<file path="config.mk">
export PLATFORM = sky130hd
export DESIGN_NAME = int_divider
export DESIGN_NICKNAME = d
export VERILOG_FILES = /design/src/rtl/int_divider.sv
export SDC_FILE = /design/constraint.sdc
export NUM_CORES = 1
export LEC_CHECK = 0
export ABC_AREA = 1
export CELL_PAD_IN_SITES_DETAIL_PLACEMENT = 0
export CELL_PAD_IN_SITES_GLOBAL_PLACEMENT = 2
export CORE_AREA = 5 5 122 124
export DETAILED_ROUTE_END_ITERATION = 8
export DIE_AREA = 0 0 127 129
export GPL_ROUTABILITY_DRIVEN = 0
export HOLD_SLACK_MARGIN = 0.05
export MAX_ROUTING_LAYER = met4
export PLACE_DENSITY_LB_ADDON = 0.05
export SLEW_MARGIN = 20
export SYNTH_ARGS = -nofsm -noshare
export SYNTH_HDL_FRONTEND = slang
export SYNTH_SLANG_ARGS = --single-unit
</file>
<file path="constraint.sdc">
create_clock -name clk -period 2.69 [get_ports clk]
set_input_delay 0.269 -clock clk [delete_from_list [all_inputs] [get_ports clk]]
set_output_delay 0.269 -clock clk [all_outputs]
set_load 0.02 [all_outputs]
</file>
<file path="src/rtl/int_divider.sv">
module int_divider #(
  parameter int A_W = 8,
  parameter int B_W = 8,
  parameter int A_SIGNED = 1,
  parameter int B_SIGNED = 1,
  localparam int EW = ((A_W > B_W) ? A_W : B_W) + 1
) (
  input  logic          clk,
  input  logic          rst_n,
  input  logic          start,
  input  logic          floor_mode,
  input  logic [A_W-1:0] dividend,
  input  logic [B_W-1:0] divisor,
  output logic          busy,
  output logic          done,
  output logic [EW-1:0] quotient,
  output logic [EW-1:0] remainder
);
  localparam int CW = $clog2(EW + 1);

  typedef enum logic [1:0] {S_IDLE, S_RUN, S_FIN} state_t;
  state_t state;

  logic [CW-1:0] cnt;
  logic [EW-1:0] rem, qr, mb_q, ax_q, bx_q;
  logic          sa_q, sb_q, fm_q;

  logic          a_neg, b_neg;
  logic [EW-1:0] ax, bx, ma, mb;
  assign a_neg = (A_SIGNED != 0) && dividend[A_W-1];
  assign b_neg = (B_SIGNED != 0) && divisor[B_W-1];
  assign ax = {{(EW-A_W){a_neg}}, dividend};
  assign bx = {{(EW-B_W){b_neg}}, divisor};
  assign ma = a_neg ? -ax : ax;
  assign mb = b_neg ? -bx : bx;

  logic [EW:0] rw, diff;
  assign rw   = {rem, qr[EW-1]};
  assign diff = rw - {1'b0, mb_q};

  logic [EW-1:0] tq, tr, fq, fr;
  logic          adj, bz;
  assign bz  = (bx_q == '0);
  assign tq  = (sa_q ^ sb_q) ? -qr : qr;
  assign tr  = sa_q ? -rem : rem;
  assign adj = fm_q && (rem != '0) && (sa_q != sb_q);
  assign fq  = bz ? '1 : (adj ? tq - 1'b1 : tq);
  assign fr  = bz ? ax_q : (adj ? tr + bx_q : tr);

  assign busy = (state != S_IDLE);

  always_ff @(posedge clk or negedge rst_n) begin
    if (!rst_n) begin
      state     <= S_IDLE;
      cnt       <= '0;
      rem       <= '0;
      qr        <= '0;
      mb_q      <= '0;
      ax_q      <= '0;
      bx_q      <= '0;
      sa_q      <= 1'b0;
      sb_q      <= 1'b0;
      fm_q      <= 1'b0;
      done      <= 1'b0;
      quotient  <= '0;
      remainder <= '0;
    end else begin
      done <= 1'b0;
      case (state)
        S_IDLE: if (start) begin
          state <= S_RUN;
          cnt   <= CW'(EW);
          rem   <= '0;
          qr    <= ma;
          mb_q  <= mb;
          ax_q  <= ax;
          bx_q  <= bx;
          sa_q  <= a_neg;
          sb_q  <= b_neg;
          fm_q  <= floor_mode;
        end
        S_RUN: begin
          if (!diff[EW]) begin
            rem <= diff[EW-1:0];
            qr  <= {qr[EW-2:0], 1'b1};
          end else begin
            rem <= rw[EW-1:0];
            qr  <= {qr[EW-2:0], 1'b0};
          end
          cnt <= cnt - 1'b1;
          if (cnt == CW'(1)) state <= S_FIN;
        end
        S_FIN: begin
          quotient  <= fq;
          remainder <= fr;
          done      <= 1'b1;
          state     <= S_IDLE;
        end
        default: state <= S_IDLE;
      endcase
    end
  end
endmodule

</file>
==> flow_summary_export.csv <==
group,metric,value,unit
setup_path,path_cells,"inv_1 -> ha_1 -> nand2_1 -> o21ai_0 -> inv_1 -> fa_1 -> inv_1 -> nand2_1 -> a21oi_4 -> nand3_1 -> nand2_1 -> nand2_1 -> nand3_1 -> o211ai_1 -> a21oi_1",
setup_path,max_stage_delay,0.39,ns
synthesis,yosysSeqAreaShare,37.3,%
power,p_clk_share,14.8,%
timing,finalSetupTns,0,ns
detailed_routing,detail_route.first_pass.iterations,6,
cells_and_area,final_layout_size_suffix_gt1_share,7.89,%
power,seqPwrFrac,22.8,%
job,cap_violations,0,
setup_path,cp_common_cell,"nand2_1",
clocking,clkLatencyLatePin,0.34,ns
power,power.switching,4.14,mW
setup_path,worstPathArrival,2.67,ns
setup_path,cp-start-kind,"register",
power,internal_power,4.28,mW
grt,grt_pass1_wl,21.2,mm
cells_and_area,instances_no_fill,864,
timing,finClkSkew,0.00714,ns
clocking,cts_root_buffer,"clkbuf_16",
clocking,tritoncts,"yes",
detailed_routing,wl_per_cell,14.9,um
grt,grt_usage,17.1,%
clocking,postCtsSetupBuffers,0,
cells_and_area,fillers,1478,
power,p_sw_share,49.2,%
detailed_routing,finalWirelength,12.9,mm
synthesis,ys.warnings.count,0,
setup_path,end_kind,"register",
power,peakVddDrop,0.447,mV
setup_path,critical_path_required,2.95,ns
cells_and_area,finalNetCount,726,
synthesis,synth_flop_cell,"dfrtp_1",
detailed_routing,vias_per_cell,4.79,
timing,setup_violations,0,
synthesis,ys_types,41,
synthesis,synth_commonest_cells,"nand2_1 (159), inv_1 (81), dfrtp_1 (68)",
floorplanning,core.rowCount,43,
setup_path,crit_fanout,4,
floorplanning,ios,40,
detailed_routing,remaining_drc_errors,0,
run_status,status,"completed",
timing,slew_headroom,71.1,%
synthesis,netlist_area,4560,sq um
timing,min_period,2.41,ns
cells_and_area,area_growth,21.9,%
synthesis,yosys-top-cells-area,"dfrtp_1 (37%), nand2_1 (13%), ha_1 (6.9%)",
grt,grt_pass1_vias,4102,
clocking,clock-sinks,68,
clocking,htree_levels,3,
floorplanning,core,13700,sq um
power,power_leakage,2.74,nW
floorplanning,die_h,129,um
cells_and_area,diodes,0,
detailed_routing,ant_nets,0,
synthesis,syn_nets,676,
synthesis,synth_edf_count,0,
synthesis,synth_cells,629,
timing,post-route-period-util,89.5,%
synthesis,synth_most_common_cell,"nand2_1",
detailed_routing,first_iter_violations,175,
synthesis,avgSynthCellArea,7.25,sq um
timing,final-max-slew-violation-count,0,
grt,antenna_found_initial,0,
power,power_density,1520,nW/um^2
floorplanning,start_util,33.4,%
power,combPwrFrac,62.4,%
detailed_routing,vias,4135,
timing,fmax,0.416,GHz
synthesis,synthArstFlopShare,100,%
clocking,cts_made_buffers,9,
clocking,path_clk_slew,0.06,ns
setup_path,path_delay_family,"adder cells",
hold_path,hold_class,"in -> async",
setup_path,path_buf_inv,3,
timing,rsz0062_at_grt,"no",
synthesis,synth_area_leader_cell,"dfrtp_1",
clocking,cts.path.max_buffers,2,
grt,grt_overflow,0,
place,dpl.hpwl,10.1,mm
synthesis,ys_ff_latch,68,
timing,tightestPinTransition,0.432,ns
grt,grt_max_degree,69,
synthesis,synth_top_area_share,37.3,%
place,io_buffer_count,39,
place,dp.cells,847,
setup_path,cpMaxStageDelayCell,"fa_1",
floorplanning,dieArea,16400,sq um
setup_path,worstSetupPathType,"reg -> reg",
timing,final-hold-violation-count,0,
floorplanning,die_width,127,um
==> metrics by stage <==
stage | instance area, sq um | setup slack, ns | power, mW | hold WS (ns) | utilization [%]
2_1_floorplan | 4560 | 0.388 | 5.68 | -0.0266 | -
3_3_place_gp | 5210 | 0.144 | 7.15 | 0.327 | 38.2
3_5_place_dp | 5210 | 0.135 | 7.13 | 0.327 | 38.2
4_1_cts | 5530 | 0.124 | 8.44 | 0.482 | 40.5
5_1_grt | 5550 | 0.00892 | 9.37 | 0.503 | 40.6
6_report | 5550 | 0.283 | 8.42 | 0.477 | 40.6
==> state kept, by name (all words and copies together) (netlist names) <==
register / count
ax_q: 8
bx_q: 7
cnt: 4
done: 1
fm_q: 1
mb_q: 9
qr: 9
quotient: 9
rem: 9
remainder: 9
state: 2
==> timing repair <==
item | CTS | global route
hold endpoints to repair | 68 | 0
resized for setup | 0 | 5
hold buffers | 1 | 0
setup endpoints to repair | 0 | 5
==> area by class of cell <==
| class | instances | area, sq um | area share, % |
|---|---|---|---|
| multi-input cells | 458 | 2480 | 44.7 |
| flip-flops and latches | 68 | 1700 | 30.6 |
| repair buffers | 53 | 505 | 9.10 |
| inverters | 89 | 334 | 6.01 |
| clock buffers | 9 | 225 | 4.05 |
| well taps | 180 | 225 | 4.05 |
| clock inverters | 7 | 81.3 | 1.46 |
==> final timing paths <==
kind,end,startpoint,depth (start not counted),slack (ns)
worst min-delay path,remainder[8],rst_n,3,0.48
min in group clk,remainder[5],remainder[5],2,0.48
worst max register to register,remainder[6],rem[1],15,0.28
worst min register to register,remainder[5],remainder[5],2,0.48
max in group asynchronous,bx_q[2],rst_n,3,1.88
worst max-delay path,remainder[6],rem[1],15,0.28
==> cells by family (layout without fill, tap and decap cells) <==
group | Yosys count | in the layout | synth area share (%)
buffers and inverters | 103 | 158 | 8.76
AND/OR/NAND/NOR | 304 | 304 | 28.8
flip-flops | 68 | 68 | 37.3
AO/OA/AOI/OAI | 107 | 107 | 13.6
adder cells (fa/ha/maj) | 27 | 27 | 7.74
XOR/XNOR | 20 | 20 | 3.84
==> placed cells by master, fill, tap and decap left out, types with 7 or more instances in the layout <==
cell type / instances
nor2_1: 51
nand4_1: 10
o21ai_0: 48
clkbuf_16: 9
xor2_1: 14
inv_1: 81
nand2_1: 159
nor3_1: 7
clkdlybuf4s50_1: 38
nand3_1: 60
ha_1: 25
dfrtp_1: 68
buf_4: 12
a21oi_1: 24
==> power by group through the flow <==
stage | registers (mW) | clock network (mW) | logic [mW]
after floorplan | 1.96 | 0 | 3.73
after global placement | 1.93 | 0 | 5.22
after detailed placement | 1.94 | 0 | 5.19
after CTS | 1.93 | 1.29 | 5.22
after global routing | 2.00 | 1.33 | 6.04
final | 1.92 | 1.25 | 5.25
==> worst min-delay path: cells and delay by family <==
kind | cells | cell delay [ns]
buffers and inverters | 3 | 0.94
==> metal layers <==
| layer | share of wire [%] | global-route usage (%) | up-vias |
|---|---|---|---|
| li1 | - | - | 2175 |
| met1 | 50 | 23.4 | 1867 |
| met2 | 45 | 25.7 | 81 |
| met3 | 3.6 | 2.57 | 12 |
| met4 | 1.3 | 6.25 | 0 |
| met5 | 0 | - | - |
Power figures use the tool's default switching activity.
